**src/rtl/spi_wc_pkg.sv**
```systemverilog
package spi_wc_pkg;
  localparam logic [1:0] ADDR_CTRL = 2'd0;
  localparam logic [1:0] ADDR_STAT = 2'd1;
  localparam logic [1:0] ADDR_DATA = 2'd2;
  localparam int STAT_DONE_BIT = 7;
  localparam int STAT_WCOL_BIT = 6;

  typedef struct packed {
    logic irq_en;
    logic cpha;
    logic cpol;
    logic master;
  } ctrl_t;
endpackage

```
**src/rtl/spi_wc_sync.sv**
```systemverilog
module spi_wc_sync #(
  parameter int WIDTH = 1,
  parameter int STAGES = 2,
  parameter logic [WIDTH-1:0] RST_VAL = '0
) (
  input  logic             clk,
  input  logic             rst,
  input  logic [WIDTH-1:0] d,
  output logic [WIDTH-1:0] q
);
  logic [STAGES-1:0][WIDTH-1:0] pipe;

  always_ff @(posedge clk) begin
    if (rst) pipe <= {STAGES{RST_VAL}};
    else     pipe <= {pipe[STAGES-2:0], d};
  end

  assign q = pipe[STAGES-1];
endmodule

```
**src/rtl/spi_wc_mclk.sv**
```systemverilog
module spi_wc_mclk #(
  parameter int HALF_DIV = 4,
  parameter int BITS = 8
) (
  input  logic clk,
  input  logic rst,
  input  logic start,
  input  logic cpol,
  output logic sck,
  output logic lead,
  output logic trail,
  output logic busy
);
  localparam int CW = (HALF_DIV > 1) ? $clog2(HALF_DIV) : 1;
  localparam int EDGES = 2 * BITS;
  localparam int IW = $clog2(EDGES);

  logic [CW-1:0] cnt;
  logic [IW-1:0] idx;
  logic          edge_hit;

  assign edge_hit = busy && (cnt == CW'(HALF_DIV - 1));
  assign lead     = edge_hit && !idx[0];
  assign trail    = edge_hit && idx[0];

  always_ff @(posedge clk) begin
    if (rst) begin
      busy <= 1'b0;
      cnt  <= '0;
      idx  <= '0;
      sck  <= 1'b0;
    end else if (start && !busy) begin
      busy <= 1'b1;
      cnt  <= '0;
      idx  <= '0;
      sck  <= cpol;
    end else if (busy) begin
      if (edge_hit) begin
        cnt <= '0;
        sck <= ~sck;
        if (idx == IW'(EDGES - 1)) begin
          idx  <= '0;
          busy <= 1'b0;
        end else begin
          idx <= idx + 1'b1;
        end
      end else begin
        cnt <= cnt + 1'b1;
      end
    end else begin
      sck <= cpol;
    end
  end

  // clock rests at polarity level when idle
  a_r13_idle_level: assert property (@(posedge clk) disable iff (rst)
    (!busy && $past(!busy) && cpol == $past(cpol)) |-> sck == cpol);
  // a transfer ends only after the full edge count
  a_r2_full_edges: assert property (@(posedge clk) disable iff (rst)
    $fell(busy) |-> (idx == '0 && sck == $past(cpol)));
endmodule

```
**src/rtl/spi_wc_flags.sv**
```systemverilog
module spi_wc_flags (
  input  logic clk,
  input  logic rst,
  input  logic done_set,
  input  logic wcol_set,
  input  logic stat_rd,
  input  logic data_rd,
  output logic done,
  output logic wcol
);
  logic armed, seen_done, seen_wcol, fire;

  assign fire = data_rd && armed;

  always_ff @(posedge clk) begin
    if (rst) begin
      armed     <= 1'b0;
      seen_done <= 1'b0;
      seen_wcol <= 1'b0;
      done      <= 1'b0;
      wcol      <= 1'b0;
    end else begin
      if (stat_rd) begin
        armed     <= done || wcol;
        seen_done <= done;
        seen_wcol <= wcol;
      end else if (fire) begin
        armed <= 1'b0;
      end
      done <= done_set || (done && !(fire && seen_done));
      wcol <= wcol_set || (wcol && !(fire && seen_wcol));
    end
  end

  // a set in the clearing cycle wins
  a_r11_set_wins: assert property (@(posedge clk) disable iff (rst)
    done_set |=> done);
  // only an armed data read lowers the collision flag
  a_r9_write_keeps_wcol: assert property (@(posedge clk) disable iff (rst)
    (wcol && !data_rd) |=> wcol);
  // clearing needs the handshake
  a_r8_clear_needs_arm: assert property (@(posedge clk) disable iff (rst)
    $fell(wcol) |-> $past(data_rd && armed));
endmodule

```
**src/rtl/spi_wcol_ctrl.sv**
```systemverilog
module spi_wcol_ctrl import spi_wc_pkg::*; #(
  parameter int DATA_W = 8,
  parameter int HALF_DIV = 4,
  parameter int SYNC_STAGES = 2
) (
  input  logic              clk,
  input  logic              rst,
  input  logic [1:0]        reg_addr,
  input  logic              reg_wr,
  input  logic              reg_rd,
  input  logic [DATA_W-1:0] reg_wdata,
  output logic [DATA_W-1:0] reg_rdata,
  output logic              irq,
  output logic              sck_out,
  output logic              mosi_out,
  input  logic              miso_in,
  input  logic              sck_in,
  input  logic              mosi_in,
  input  logic              ss_n_in,
  output logic              miso_out,
  output logic              miso_oe
);
  localparam int CNT_W = $clog2(DATA_W);

  ctrl_t             ctrl;
  logic [DATA_W-1:0] tx_q, rx_sh, rx_buf, stat_v;
  logic [CNT_W-1:0]  bit_cnt;
  logic              s_xfer, sck_prev;
  logic              ss_s, sck_s, mosi_s;
  logic              m_lead, m_trail, m_busy;
  logic              ss_act, s_edge, lead, trail, smp, drv, din;
  logic              busy_win, dwr, drd, srd, collide, load, last_smp;
  logic              done_flag, wcol_flag;

  spi_wc_sync #(.WIDTH(3), .STAGES(SYNC_STAGES), .RST_VAL(3'b100)) u_sync (
    .clk(clk), .rst(rst), .d({ss_n_in, sck_in, mosi_in}), .q({ss_s, sck_s, mosi_s}));

  spi_wc_mclk #(.HALF_DIV(HALF_DIV), .BITS(DATA_W)) u_mclk (
    .clk(clk), .rst(rst), .start(load && ctrl.master), .cpol(ctrl.cpol),
    .sck(sck_out), .lead(m_lead), .trail(m_trail), .busy(m_busy));

  assign ss_act   = !ss_s && !ctrl.master;
  assign s_edge   = ss_act && (sck_s != sck_prev);
  assign lead     = ctrl.master ? m_lead  : (s_edge && (sck_s != ctrl.cpol));
  assign trail    = ctrl.master ? m_trail : (s_edge && (sck_s == ctrl.cpol));
  assign smp      = ctrl.cpha ? trail : lead;
  assign drv      = ctrl.cpha ? lead : trail;
  assign din      = ctrl.master ? miso_in : mosi_s;
  assign busy_win = ctrl.master ? m_busy : (ctrl.cpha ? s_xfer : ss_act);
  assign dwr      = reg_wr && (reg_addr == ADDR_DATA);
  assign drd      = reg_rd && (reg_addr == ADDR_DATA);
  assign srd      = reg_rd && (reg_addr == ADDR_STAT);
  assign collide  = dwr && busy_win;
  assign load     = dwr && !busy_win;
  assign last_smp = smp && (bit_cnt == CNT_W'(DATA_W - 1));

  assign mosi_out = tx_q[DATA_W-1];
  assign miso_out = tx_q[DATA_W-1];
  assign miso_oe  = ss_act && (!ctrl.cpha || s_xfer);

  spi_wc_flags u_flags (
    .clk(clk), .rst(rst), .done_set(last_smp), .wcol_set(collide),
    .stat_rd(srd), .data_rd(drd), .done(done_flag), .wcol(wcol_flag));

  always_comb begin
    stat_v = '0;
    stat_v[STAT_DONE_BIT] = done_flag;
    stat_v[STAT_WCOL_BIT] = wcol_flag;
  end

  always_ff @(posedge clk) begin
    if (rst) begin
      ctrl      <= '0;
      tx_q      <= '0;
      rx_sh     <= '0;
      rx_buf    <= '0;
      bit_cnt   <= '0;
      s_xfer    <= 1'b0;
      sck_prev  <= 1'b0;
      reg_rdata <= '0;
      irq       <= 1'b0;
    end else begin
      sck_prev <= sck_s;
      irq      <= done_flag && ctrl.irq_en;
      if (reg_wr && reg_addr == ADDR_CTRL) ctrl <= ctrl_t'(reg_wdata[3:0]);

      if (load) tx_q <= reg_wdata;
      else if (drv && !(ctrl.cpha && bit_cnt == '0)) tx_q <= {tx_q[DATA_W-2:0], 1'b0};

      if (!ctrl.master && ss_s) begin
        bit_cnt <= '0;
        s_xfer  <= 1'b0;
      end else if (load && ctrl.master) begin
        bit_cnt <= '0;
      end else begin
        if (s_edge) s_xfer <= 1'b1;
        if (smp) begin
          rx_sh <= {rx_sh[DATA_W-2:0], din};
          if (last_smp) begin
            bit_cnt <= '0;
            rx_buf  <= {rx_sh[DATA_W-2:0], din};
            s_xfer  <= 1'b0;
          end else begin
            bit_cnt <= bit_cnt + 1'b1;
          end
        end
      end

      if (reg_rd) begin
        case (reg_addr)
          ADDR_CTRL: reg_rdata <= {{(DATA_W-4){1'b0}}, ctrl};
          ADDR_STAT: reg_rdata <= stat_v;
          ADDR_DATA: reg_rdata <= rx_buf;
          default:   reg_rdata <= '0;
        endcase
      end
    end
  end

  // a colliding write leaves the outgoing byte alone
  a_r3_collide_keeps_tx: assert property (@(posedge clk) disable iff (rst)
    (collide && !drv) |=> tx_q == $past(tx_q));
  // deselected slave never drives MISO
  a_r10_miso_float: assert property (@(posedge clk) disable iff (rst)
    (!ctrl.master && ss_s) |-> !miso_oe);
  // interrupt only follows completion
  a_r7_irq_from_done: assert property (@(posedge clk) disable iff (rst)
    irq |-> $past(done_flag));
  // eighth sample sets completion
  a_r6_done_on_last: assert property (@(posedge clk) disable iff (rst)
    last_smp |=> done_flag);
endmodule

```
**config.mk**
```make
export PLATFORM = sky130hd
export DESIGN_NAME = spi_wcol_ctrl
export DESIGN_NICKNAME = d
export VERILOG_FILES = /design/src/rtl/spi_wc_pkg.sv /design/src/rtl/spi_wc_sync.sv /design/src/rtl/spi_wc_mclk.sv /design/src/rtl/spi_wc_flags.sv /design/src/rtl/spi_wcol_ctrl.sv
export SDC_FILE = /design/constraint.sdc
export NUM_CORES = 1
export LEC_CHECK = 0
export CORE_ASPECT_RATIO = 0.7
export CORE_UTILIZATION = 30
export DETAILED_ROUTE_END_ITERATION = 16
export HOLD_SLACK_MARGIN = 0.1
export SKIP_CTS_REPAIR_TIMING = 1
export SLEW_MARGIN = 20
export SYNTH_ARGS = -nofsm -noshare
export SYNTH_HDL_FRONTEND = slang
export SYNTH_SLANG_ARGS = --single-unit
```
**constraint.sdc**
```tcl
create_clock -name clk -period 2.7 [get_ports clk]
set_input_delay 0.54 -clock clk [delete_from_list [all_inputs] [get_ports clk]]
set_output_delay 0.54 -clock clk [all_outputs]
set_load 0.01 [all_outputs]
```
Word level (Yosys, flattened, before mapping)
Cells that the tools add are included.
{"block": "totals", "regBits": 60, "in_bits": 18, "output_inout_bits": 13, "wordCells": 112}
{"block": "op_classes", "addsub": 3, "n_eq_ne": 9, "n_mux": 25, "bitwise": 3, "reduce_logical": 49}
{"cell": "logical AND 1 bit", "n": 26}
{"cell": "one-hot mux 8 bit (3 select lines)", "n": 1}
{"cell": "2-to-1 mux 1 bit", "n": 19}
{"cell": "2-to-1 mux 8 bit", "n": 2}
{"cell": "zero test 1 bit", "n": 9}
{"cell": "adder 4 x 1 -> 4 bit, second input constant", "n": 1}
{"cell": "equality test 2 bit, second input constant", "n": 2}
{"cell": "equality test 4 bit, second input constant", "n": 1}
{"cell": "logical OR 1 bit", "n": 4}
{"cell": "2-to-1 mux 4 bit", "n": 1}
{"cell": "AND reduction 4 bit", "n": 1}
{"cell": "nonzero test 2 bit", "n": 2}
{"cell": "OR reduction 2 bit", "n": 2}
{"cell": "adder 3 x 1 -> 3 bit, second input constant", "n": 1}
{"cell": "equality test 3 bit, second input constant", "n": 1}
{"cell": "zero test 3 bit", "n": 1}
{"cell": "2-to-1 mux 3 bit", "n": 1}
{"cell": "!= test 3 bit, second input constant", "n": 1}
{"cell": "inverter 1 bit", "n": 3}
{"cell": "AND reduction 3 bit", "n": 1}
{"cell": "OR reduction 3 bit", "n": 1}
{"cell": "adder 2 x 1 -> 2 bit, second input constant", "n": 1}
{"cell": "equality test 2 x 1 -> 1 bit, second input constant", "n": 1}
{"cell": "zero test 2 bit", "n": 1}
{"cell": "4 further kinds", "n": 5}

Logic depth before layout (Yosys ltp)
Gate-level depths: netlist of run 1.
{"block": "logic_depth", "word_depth": 9, "depth_mapped": 8, "mapped_depth_nobuf": 6}

Hierarchy
Synthesis of run 1 repeated with hierarchy kept, for this count alone.
{"block": "hier_totals", "cells_unflattened": 309, "hier_area_um2": 2911.5}
{"mod": "spi_wcol_ctrl", "instances": 1, "cells_per_inst": 233, "area_per_inst_um2": 2158.3}
{"mod": "spi_wc_mclk", "instances": 1, "cells_per_inst": 43, "area_per_inst_um2": 389.1}
{"mod": "spi_wc_flags", "instances": 1, "cells_per_inst": 18, "area_per_inst_um2": 183.9}
{"mod": "spi_wc_sync", "instances": 1, "cells_per_inst": 15, "area_per_inst_um2": 180.2}

Least setup slack after synthesis of run 1
No wires, ideal clock.
{"block": "synth_path", "kind": "input port to flip-flop", "start": "input reg_addr[1]", "end": "register tx_q[0]", "setup_ns": 0.132, "arrival_ns": 1.724, "required_time_ns": 2.568, "path_slack_ns": 0.844, "stages": 7, "path_buffers": 3, "path_cell_list": "buf_2 nor2b_1 clkbuf_1 nand3b_1 clkbuf_1 nand4_1 a21oi_1"}
{"block": "synth_between", "elab_chain_cells": 4, "word_cells_on_any_way": 5, "cone_classes": "1 x eq/ne; 1 x mux; 3 x reduce/logical"}
{"element": "start, declared", "line_no": "spi_wcol_ctrl.sv:8", "rtl": "input logic [1:0] reg_addr,"}
{"element": "equality test 2 bit (*)", "line_no": "spi_wcol_ctrl.sv:50", "rtl": "assign dwr = reg_wr && (reg_addr == ADDR_DATA);"}
{"element": "logical AND 1 bit (*)", "line_no": "spi_wcol_ctrl.sv:50"}
{"element": "logical AND 1 bit (*)", "line_no": "spi_wcol_ctrl.sv:54", "rtl": "assign load = dwr && !busy_win;"}
{"element": "2-to-1 mux 8 bit / nonzero test 2 bit (equally long branches)"}
{"element": "end signal, assigned", "line_no": "spi_wcol_ctrl.sv:87", "rtl": "if (load) tx_q <= reg_wdata;"}
{"element": "end signal, assigned", "line_no": "spi_wcol_ctrl.sv:88", "rtl": "else if (drv && !(ctrl.cpha && bit_cnt == '0)) tx_q <= {tx_q[DATA_W-2:0], 1'b0};"}
{"element": "end, declared", "line_no": "spi_wcol_ctrl.sv:26", "rtl": "logic [DATA_W-1:0] tx_q, rx_sh, rx_buf, stat_v;"}
Every way passes the cells marked *; elsewhere a longest branch is shown, timed or not.
A chain may end at the register's enable or synchronous reset.

Worst setup path in the final report of run 1
{"block": "layout_path", "start": "register ctrl[2] in the netlist's numbering", "end": "output miso_oe"}
{"block": "layout_between", "elab_chain_cells": 3}
{"element": "start, declared", "line_no": "spi_wcol_ctrl.sv:25", "rtl": "ctrl_t ctrl;"}
{"element": "start signal, assigned", "line_no": "spi_wcol_ctrl.sv:85", "rtl": "if (reg_wr && reg_addr == ADDR_CTRL) ctrl <= ctrl_t'(reg_wdata[3:0]);"}
{"element": "zero test 1 bit", "line_no": "spi_wcol_ctrl.sv:59", "rtl": "assign miso_oe = ss_act && (!ctrl.cpha || s_xfer);"}
{"element": "logical OR 1 bit", "line_no": "spi_wcol_ctrl.sv:59"}
{"element": "logical AND 1 bit", "line_no": "spi_wcol_ctrl.sv:59"}
{"element": "end, declared", "line_no": "spi_wcol_ctrl.sv:21", "rtl": "output logic miso_oe"}
Every way passes these cells.

==> results of run 1 <==
stage by stage:
| stage | power [uW] | hold WS, ns | setup WS [ns] | util (%) |
|---|---|---|---|---|
| after floorplan | 998 | 0.389 | 0.844 | - |
| after global placement | 1060 | 0.394 | 0.568 | 37.1 |
| after detailed placement | 1060 | 0.392 | 0.525 | 37.1 |
| after CTS | 2230 | 0.406 | 0.440 | 41.0 |
| after global routing | 2280 | 0.429 | 0.397 | 41.0 |
| final | 2210 | 0.405 | 0.491 | 41.0 |
kinds of logic after synthesis:
| logic type | share of synthesized area (%) |
|---|---|
| DFF | 46.5 |
| and+or+nand+nor | 21.3 |
| xor gates and xnor gates | 1.02 |
| AOI/OAI and AO/OA | 13.7 |
| buffers and inverters | 3.82 |
| muxes | 11.3 |
| adders and majority gates | 2.42 |
critical path, cell delays in order (launching register included):
cell	delay, ns
dfxtp_1	0.42
nor2b_1	0.20
nor3_1	0.16
clkdlybuf4s50_1	0.57
synth_stat cells, types with 4 or more instances:
| cell type | instances |
|---|---|
| nand3_1 | 13 |
| a311oi_1 | 8 |
| a21oi_1 | 18 |
| o21ai_0 | 8 |
| nand3b_1 | 5 |
| mux2i_1 | 28 |
| nand4_1 | 6 |
| nand2_1 | 15 |
| nor2b_1 | 9 |
| nand2b_1 | 5 |
| or3b_1 | 4 |
| clkbuf_1 | 14 |
| buf_2 | 4 |
| dfxtp_1 | 60 |
| ha_1 | 5 |
| inv_1 | 5 |
| nor2_1 | 48 |
cell type report:
type	count	area share, %
Multi-Input combinational cell	202	38.7
Sequential cell	60	36.2
Timing Repair Buffer	41	11.4
Clock buffer	11	7.61
Tap cell	101	3.80
Clock inverter	5	1.81
Inverter	5	0.565
routing by layer:
layer / up-vias / GRT usage, %
li1: 1076 / -
met1: 986 / 19.1
met2: 56 / 20.6
met3: 2 / 4.86
met4: 0 / 4.34
met5: - / 0
state kept, by name, summed over array words and instances, names as in the netlist, 2 cells and up:
register,count
rx_buf,8
ctrl,4
u_sync.q,3
rx_sh,7
bit_cnt,3
u_mclk.idx,4
u_mclk.cnt,2
u_sync.pipe,3
tx_q,8
reg_rdata,8
worst max-delay path by stage:
stage	from	endpoint	slack (ns)
floorplan	reg_addr[1]	tx_q[0]$_SDFFE_PP0P_	0.84
global placement	ctrl[1]$_SDFFE_PP0P_	bit_cnt[1]$_SDFFE_PP0P_	0.57
detailed placement	ctrl[1]$_SDFFE_PP0P_	bit_cnt[2]$_SDFFE_PP0P_	0.53
CTS	ctrl[2]$_SDFFE_PP0P_	miso_oe	0.44
global route	ctrl[1]$_SDFFE_PP0P_	bit_cnt[2]$_SDFFE_PP0P_	0.40
finish	ctrl[2]$_SDFFE_PP0P_	miso_oe	0.49
power groups by stage:
stage               clock [uW]  sequential (uW)  combinational, uW
CTS                       1190              916                123
floorplan                    0              930               68.4
global route              1220              917                134
detailed placement           0              934                122
global placement             0              934                121
finish                    1170              916                122
==> flow_summary.json, run 1 <==
{
  "synth_cell_types": 37,
  "dp_cells": 409,
  "switching_share_pct": 21.7,
  "antenna_found_initial": 0,
  "cts_root_buf": "clkbuf_16",
  "cts.path.max_buffers": 2,
  "worstSetupPathType": "flop to primary output",
  "synth_top_cell_by_area": "dfxtp_1",
  "num_vias": 2120,
  "drc_errors": 0,
  "first_iter_violations": 94,
  "num_antenna_cells": 0,
  "path_max_fanout": 10,
  "pwr-share-clk_pct": 53.0,
  "synth_area_um2": 2580,
  "via_per_inst": 4.99,
  "syn-instance-count": 286,
  "finalWirelength_um": 5740,
  "synth_area_leaders": "dfxtp_1 46%, mux2i_1 11%, nor2_1 7.0%",
  "grt_pass1_wl_um": 9760,
  "wl_met3_um": 358,
  "seq_area_um2": 1200,
  "timing.final.crit_share_pct": 81.8,
  "final_cells": 425,
  "dp_hpwl_um": 4000,
  "die-height_um": 79.7,
  "syn_nets": 309,
  "start_util_pct": 31.9,
  "num_io_pins": 31,
  "ir_drop_v": 0.000245,
  "internal_power_uw": 1730,
  "core_um2": 8110,
  "hold-path-cell-count": 1,
  "portBuffers": 30,
  "fillers": 797,
  "power.switching_uw": 478,
  "gp_congestion": 0.750,
  "worst-r2r-setup-slack_ns": 0.51,
  "rsz0062_at_grt": "no",
  "worst_slew_pin_slew_ns": 0.633,
  "grt_max_degree": 26,
  "rows": 27,
  "finalMaxSlewViolations": 0,
  "clock_sinks": 60,
  "yosysWarningCount": 0,
  "max-slew-margin-rel_pct": 57.6,
  "holdPathEnd": "u_sync.q[2]$_SDFF_PP1_",
  "final_cell_area_um2": 3320,
  "timing.rr.start": "ctrl[1]$_SDFFE_PP0P_",
  "finalHoldViolCount": 0,
  "multi_input_area_um2": 1280,
  "p_seq_share_pct": 41.5,
  "clk_pin_slew_ns": 0.06,
  "final.setup.tns_ns": 0,
  "combPwrFrac_pct": 5.5,
  "ctsHtreeMaxLevel": 3,
  "nets": 342,
  "yosysSeqAreaShare_pct": 46.5,
  "synth_top_area_share_pct": 46.5,
  "topRoutingLayerUsed": "met4",
  "period_needed_ns": 2.21,
  "arrival_ns": 1.67,
  "hold_path.class": "flop to flop",
  "syn_avg_cell_area_um2": 9.04,
  "grt_usage_pct": 14.0,
  "synth-async-reset-ratio_pct": 0,
  "layout_common_cells": "60 x dfxtp_1, 48 x nor2_1, 29 x clkdlybuf4s50_1, 28 x mux2i_1, 18 x a21oi_1",
  "power_density_nw_per_um2": 664,
  "reg2regPathDepth": 6,
  "wl_met1_um": 3000,
  "final_common_cell": "dfxtp_1",
  "grt_pass1_vias": 2016,
  "syn_to_final_growth_pct": 28.5,
  "first_pass_iters": 4,
  "die_w_um": 113,
  "endpoint_kind": "primary output",
  "synth-edff-count": 0,
  "antenna_left": 0,
  "place_area_um2": 3010,
  "reg2reg_to": "bit_cnt[2]$_SDFFE_PP0P_",
  "maxCapViolCount": 0,
  "crit_required_ns": 2.16,
  "status": "completed",
  "setup_viol": 0,
  "synth_ff_type": "dfxtp_1",
  "cp-start-kind": "flop",
  "leakage_uw": 0.00132,
  "drive_above_1_share_pct": 10.5,
  "tritoncts": "built",
  "wl_met2_um": 2350,
  "cts_buffers": 9,
  "fmax_mhz": 453,
  "routedWlPerCell_um": 13.5,
  "clock_latency_ns": 0.32,
  "fin_worst_skew_ns": 0.00510,
  "min_from": "u_sync.pipe[2]$_SDFF_PP1_",
  "die_area_um2": 9000,
  "gr-total-overflow": 0,
  "ys_ff_latch": 60
}
Note: power is estimated with default switching activity, not from simulation.
==> inputs of run 2 (changes only) <==
==> constraint.sdc (replaced) <==
create_clock -name clk -period 1.8 [get_ports clk]
set_input_delay 0.36 -clock clk [delete_from_list [all_inputs] [get_ports clk]]
set_output_delay 0.36 -clock clk [all_outputs]
set_load 0.01 [all_outputs]
==> run 2 against run 1 <==
Via count rose by 3.8%. Cell count is 3.1% higher. Wire length up 6.5%. Critical path type is now flop to flop. Non-clock buffer count grew 15. Register-to-register slack lost 0.55 ns. Utilization rose by 2.2 points. Critical path depth grew 3. Highest routed layer unchanged. The run now ends with setup timing left. Clock skew about the same.
==> flow_summary.json, run 2 (same netlist as run 1, synthesis figures left out) <==
{
  "die_w_um": 113,
  "die-height_um": 79.7,
  "fmax_mhz": 545,
  "ctsHtreeMaxLevel": 3,
  "first_pass_iters": 4,
  "worstSetupPathType": "flop to flop",
  "startpoint": "u_sync.q[1]$_SDFF_PP0_",
  "fillers": 797,
  "hold-path-cell-count": 1,
  "grt_pass1_wl_um": 9430,
  "final.setup.tns_ns": -0.0953,
  "gr-total-overflow": 0,
  "arrival_ns": 2.07,
  "rows": 27,
  "period_needed_ns": 1.84,
  "clk_pin_slew_ns": 0.05,
  "gr-usage-met2_pct": 20.3,
  "layout_setup_ws_ns": -0.0358,
  "clock_latency_ns": 0.32,
  "violations": "setup timing",
  "via_per_inst": 5.02,
  "start_util_pct": 31.9,
  "min_from": "u_sync.pipe[2]$_SDFF_PP1_",
  "grt_pass1_vias": 1973,
  "setup_viol": 6,
  "final_cell_area_um2": 3500,
  "top_regs": "reg_rdata: 8 flops, rx_buf: 8 flops, tx_q: 8 flops",
  "final_core_util_pct": 43.2,
  "hold_path.class": "flop to flop",
  "syn_to_final_growth_pct": 35.4,
  "cts_buffers": 9,
  "finalWirelength_um": 6110,
  "maxCapViolCount": 0,
  "holdPathEnd": "u_sync.q[2]$_SDFF_PP1_",
  "crit_required_ns": 2.03,
  "drive_above_1_share_pct": 19.3,
  "final_common_cell": "dfxtp_1",
  "rsz0062_at_grt": "yes",
  "met1_usage_pct": 18.5,
  "first_iter_violations": 151,
  "nets": 357,
  "gp_congestion": 0.747,
  "cts.path.max_buffers": 2,
  "reg2regPathDepth": 6,
  "grt_max_degree": 25,
  "clock_sinks": 60,
  "dp_hpwl_um": 4190,
  "max-slew-margin-rel_pct": 70.5,
  "grtUsageMet3_pct": 4.33,
  "grt_usage_pct": 13.9,
  "crit_chain": "or3b_4, a211oi_4, buf_6, o211a_4, o21ai_2, a311oi_2",
  "leakage_uw": 0.00143,
  "worst_slew_pin_slew_ns": 0.443,
  "antenna_found_initial": 0,
  "cts_root_buf": "clkbuf_16",
  "reg2reg_to": "tx_q[7]$_SDFFE_PP0P_",
  "timing.final.crit_share_pct": 102,
  "grt_most_used_layer": "met2",
  "routedWlPerCell_um": 14.0,
  "place_area_um2": 3110,
  "layout_common_cells": "55 x dfxtp_1, 48 x nor2_1, 28 x mux2i_1, 28 x clkdlybuf4s50_1, 24 x buf_4",
  "fin_worst_skew_ns": 0.00519,
  "cp_slowest_stage_delay_ns": 0.39,
  "antenna_left": 0,
  "worst-r2r-setup-slack_ns": -0.04,
  "endpoint_kind": "flop",
  "tritoncts": "built",
  "portBuffers": 30,
  "die_area_um2": 9000,
  "cp-start-kind": "flop",
  "ir_drop_v": 0.000453,
  "timing.rr.start": "u_sync.q[1]$_SDFF_PP0_",
  "finalHoldViolCount": 0,
  "core_um2": 8110,
  "num_antenna_cells": 0,
  "status": "finished, violations left",
  "drc_errors": 0,
  "path_max_fanout": 7,
  "finalMaxSlewViolations": 0,
  "num_io_pins": 31,
  "critical_path.slowest_cell": "or3b_4",
  "power_density_nw_per_um2": 910,
  "num_vias": 2200
}
-- run 2: cell count changes in the layout (fill, tap and decap cells not counted), moves of 3 or more --
cell	delta
buf_4	+13
o21ai_0	-7
o21ai_2	+7
dfxtp_1	-5
dfxtp_2	+5
clkinvlp_4	-4
a311oi_1	-3
a311oi_2	+3
-- run 2: worst max-delay path by stage --
| stage | end | cells past startpoint | slack (ns) |
|---|---|---|---|
| 5_1_grt | tx_q[3]$_SDFFE_PP0P_ | 6 | -0.11 |
| 3_3_place_gp | tx_q[7]$_SDFFE_PP0P_ | 6 | -0.02 |
| 6_report | tx_q[7]$_SDFFE_PP0P_ | 6 | -0.04 |
| 2_1_floorplan | bit_cnt[1]$_SDFFE_PP0P_ | 5 | 0.06 |
| 3_5_place_dp | tx_q[6]$_SDFFE_PP0P_ | 6 | -0.08 |
| 4_1_cts | miso_oe | 3 | -0.25 |
-- run 2: layer usage --
layer / vias to the layer above / wire (um)
li1: 1105 / -
met5: - / 0
met4: 0 / 85
met1: 1039 / 2970
met3: 8 / 300
met2: 48 / 2760
-- run 2: critical path: cells and delay by family, from the launching register on --
family | cells | cell delay, ns
compound gates | 4 | 0.84
buf+inv | 1 | 0.15
flops | 1 | 0.35
simple gates | 1 | 0.39
-- run 2: final cells by class --
type                       count  area (um2)  share of cell area [%]
inverter                       5        18.8                   0.536
sequential                    60        1210                    34.5
timing repair buffer          56         500                    14.3
clock buffer                  11         233                    6.65
clock inverter                 3        40.0                    1.14
multi-input combinational    202        1370                    39.3
tap                          101         126                    3.61
-- run 2: metrics by stage --
step	std cells	total power, uW	setup slack [ns]	hold WS (ns)
floorplan	286	1500	0.0617	0.389
global placement	422	1590	-0.0198	0.396
CTS	436	3210	-0.246	0.406
finish	438	3190	-0.0358	0.404
global route	438	3290	-0.111	0.426
detailed placement	422	1600	-0.0762	0.394
-- run 2: where the power goes --
part / leakage [uW] / internal, uW / switching [uW]
Sequential: 0.000488 / 1360 / 20.6
Clock: 0.000135 / 1050 / 555
Combinational: 0.000807 / 109 / 96.9
Total: 0.00143 / 2510 / 673
==> inputs of run 3 (changes only) <==
--- a/config.mk
+++ b/config.mk
@@ -5,7 +5,7 @@
 export SDC_FILE = /design/constraint.sdc
 export NUM_CORES = 1
 export LEC_CHECK = 0
-export CORE_ASPECT_RATIO = 0.7
+export CORE_ASPECT_RATIO = 1.75
 export CORE_UTILIZATION = 30
 export DETAILED_ROUTE_END_ITERATION = 16
 export HOLD_SLACK_MARGIN = 0.1
==> run 3 against run 2 <==
The flow still finishes with violations (setup timing). Via count decreased by 1.3%. Design area up 0.36%. Register-to-register slack lost 0.07 ns. Sequential power about the same. Wire length shrank 2.7%. Critical path depth stayed put. Clock skew about the same. Critical endpoint is now tx_q[6]$_SDFFE_PP0P_. Maximum frequency decreased by 3.5%. Non-clock buffer count is the same. Worst setup slack got worse by 0.067 ns. Power shrank 1.6%.
==> flow_summary.json, run 3 (same netlist as run 1, synthesis figures left out) <==
{
  "gr-total-overflow": 0,
  "max-slew-margin-rel_pct": 77.8,
  "clk_pin_slew_ns": 0.05,
  "path_max_fanout": 7,
  "via_per_inst": 4.79,
  "rows": 44,
  "power_density_nw_per_um2": 892,
  "top_regs": "reg_rdata: 8 flops, rx_buf: 8 flops, tx_q: 8 flops",
  "final.setup.tns_ns": -0.950,
  "tritoncts": "built",
  "rsz0062_at_grt": "yes",
  "die-height_um": 125,
  "multi_input_area_um2": 1350,
  "layout_common_cells": "56 x dfxtp_1, 48 x nor2_1, 28 x clkdlybuf4s50_1, 27 x mux2i_1, 22 x buf_4",
  "drive_above_1_share_pct": 17.8,
  "grt_max_degree": 38,
  "pwr-share-clk_pct": 49.5,
  "arrival_ns": 2.13,
  "core_um2": 8310,
  "num_antenna_cells": 0,
  "combPwrFrac_pct": 6.7,
  "syn_to_final_growth_pct": 35.9,
  "num_vias": 2172,
  "clock_sinks": 60,
  "fmax_mhz": 525,
  "internal_power_uw": 2460,
  "antenna_left": 0,
  "timing.final.crit_share_pct": 106,
  "final_common_cell": "dfxtp_1",
  "period_needed_ns": 1.90,
  "start_util_pct": 31.1,
  "switching_share_pct": 21.5,
  "worstSetupPathType": "flop to flop",
  "finalWirelength_um": 5940,
  "dp_slack_ns": -0.195,
  "cts.path.max_buffers": 2,
  "ctsHtreeMaxLevel": 3,
  "fillers": 804,
  "die_area_um2": 9010,
  "gp_congestion": 0.747,
  "crit_required_ns": 2.03,
  "grt_pass1_vias": 2213,
  "clock_latency_ns": 0.33,
  "die_w_um": 72.2,
  "leakage_uw": 0.00143,
  "finalHoldViolCount": 0,
  "portBuffers": 30,
  "drc_errors": 0,
  "violations": "setup timing",
  "num_io_pins": 31,
  "layout_setup_ws_ns": -0.103,
  "finalMaxSlewViolations": 0,
  "path_buf_inv": 1,
  "maxCapViolCount": 0,
  "crit_family": "compound AO/OA/AOI/OAI gates",
  "grt_pass1_wl_um": 9870,
  "routedWlPerCell_um": 13.1,
  "ir_drop_v": 0.000459,
  "first_iter_violations": 74,
  "nets": 357,
  "cts_root_buf": "clkbuf_16",
  "fin_worst_skew_ns": 0.00555,
  "seq_area_um2": 1210,
  "first_pass_iters": 4,
  "setup_viol": 17,
  "p_seq_share_pct": 43.8,
  "dp_hpwl_um": 4150,
  "hold_path.class": "input port to flop",
  "power.switching_uw": 675,
  "endpoint_kind": "flop",
  "cts_buffers": 9,
  "status": "finished, violations left",
  "crit_chain": "or3b_4, a211oi_4, buf_4, o211a_4, o21ai_0, a311oi_1",
  "worst_slew_pin_slew_ns": 0.332,
  "cp-start-kind": "flop",
  "antenna_found_initial": 0,
  "grt_usage_pct": 14.2,
  "critical_path.slowest_cell": "or3b_4",
  "cp_slowest_stage_delay_ns": 0.41
}
-- run 3: per-layer routing --
metal	share of wire [%]	track usage, %	routed length [um]
met5	0	0	0
met4	2.7	7.27	162
met3	3.0	4.45	177
met2	50	23.9	2950
met1	45	15.6	2650
-- run 3: worst paths after layout --
kind / cells past startpoint / slack (ns) / start / endpoint
worst max-delay path: 6 / -0.10 / ctrl[1]$_SDFFE_PP0P_ / tx_q[6]$_SDFFE_PP0P_
worst min-delay path: 2 / 0.40 / rst / ctrl[1]$_SDFFE_PP0P_
worst max register to register: 6 / -0.10 / ctrl[1]$_SDFFE_PP0P_ / tx_q[6]$_SDFFE_PP0P_
worst min register to register: 1 / 0.41 / u_sync.pipe[2]$_SDFF_PP1_ / u_sync.q[2]$_SDFF_PP1_
-- run 3: per-stage QoR --
step           utilization, %  cells  area (um2)  power (uW)  hold slack [ns]
2_1_floorplan               -    286        2580        1500            0.389
3_3_place_gp             37.7    436        3140        1600            0.396
3_5_place_dp             37.7    436        3140        1600            0.399
4_1_cts                  41.0    451        3410        3160            0.398
5_1_grt                  42.2    453        3510        3260            0.414
6_report                 42.2    453        3510        3130            0.396
-- run 3: area by class of cell --
| cell class | count | share of cell area (%) |
|---|---|---|
| Multi-Input combinational cell | 202 | 38.5 |
| Sequential cell | 60 | 34.4 |
| Timing Repair Buffer | 56 | 14.7 |
| Clock buffer | 13 | 7.41 |
| Tap cell | 115 | 4.10 |
| Inverter | 5 | 0.534 |
| Clock inverter | 2 | 0.285 |
-- run 3: power groups by stage --
stage	combinational (uW)	sequential, uW	clock (uW)
2_1_floorplan	103	1390	0
3_3_place_gp	199	1400	0
3_5_place_dp	201	1400	0
4_1_cts	202	1370	1590
5_1_grt	228	1370	1660
6_report	210	1370	1550
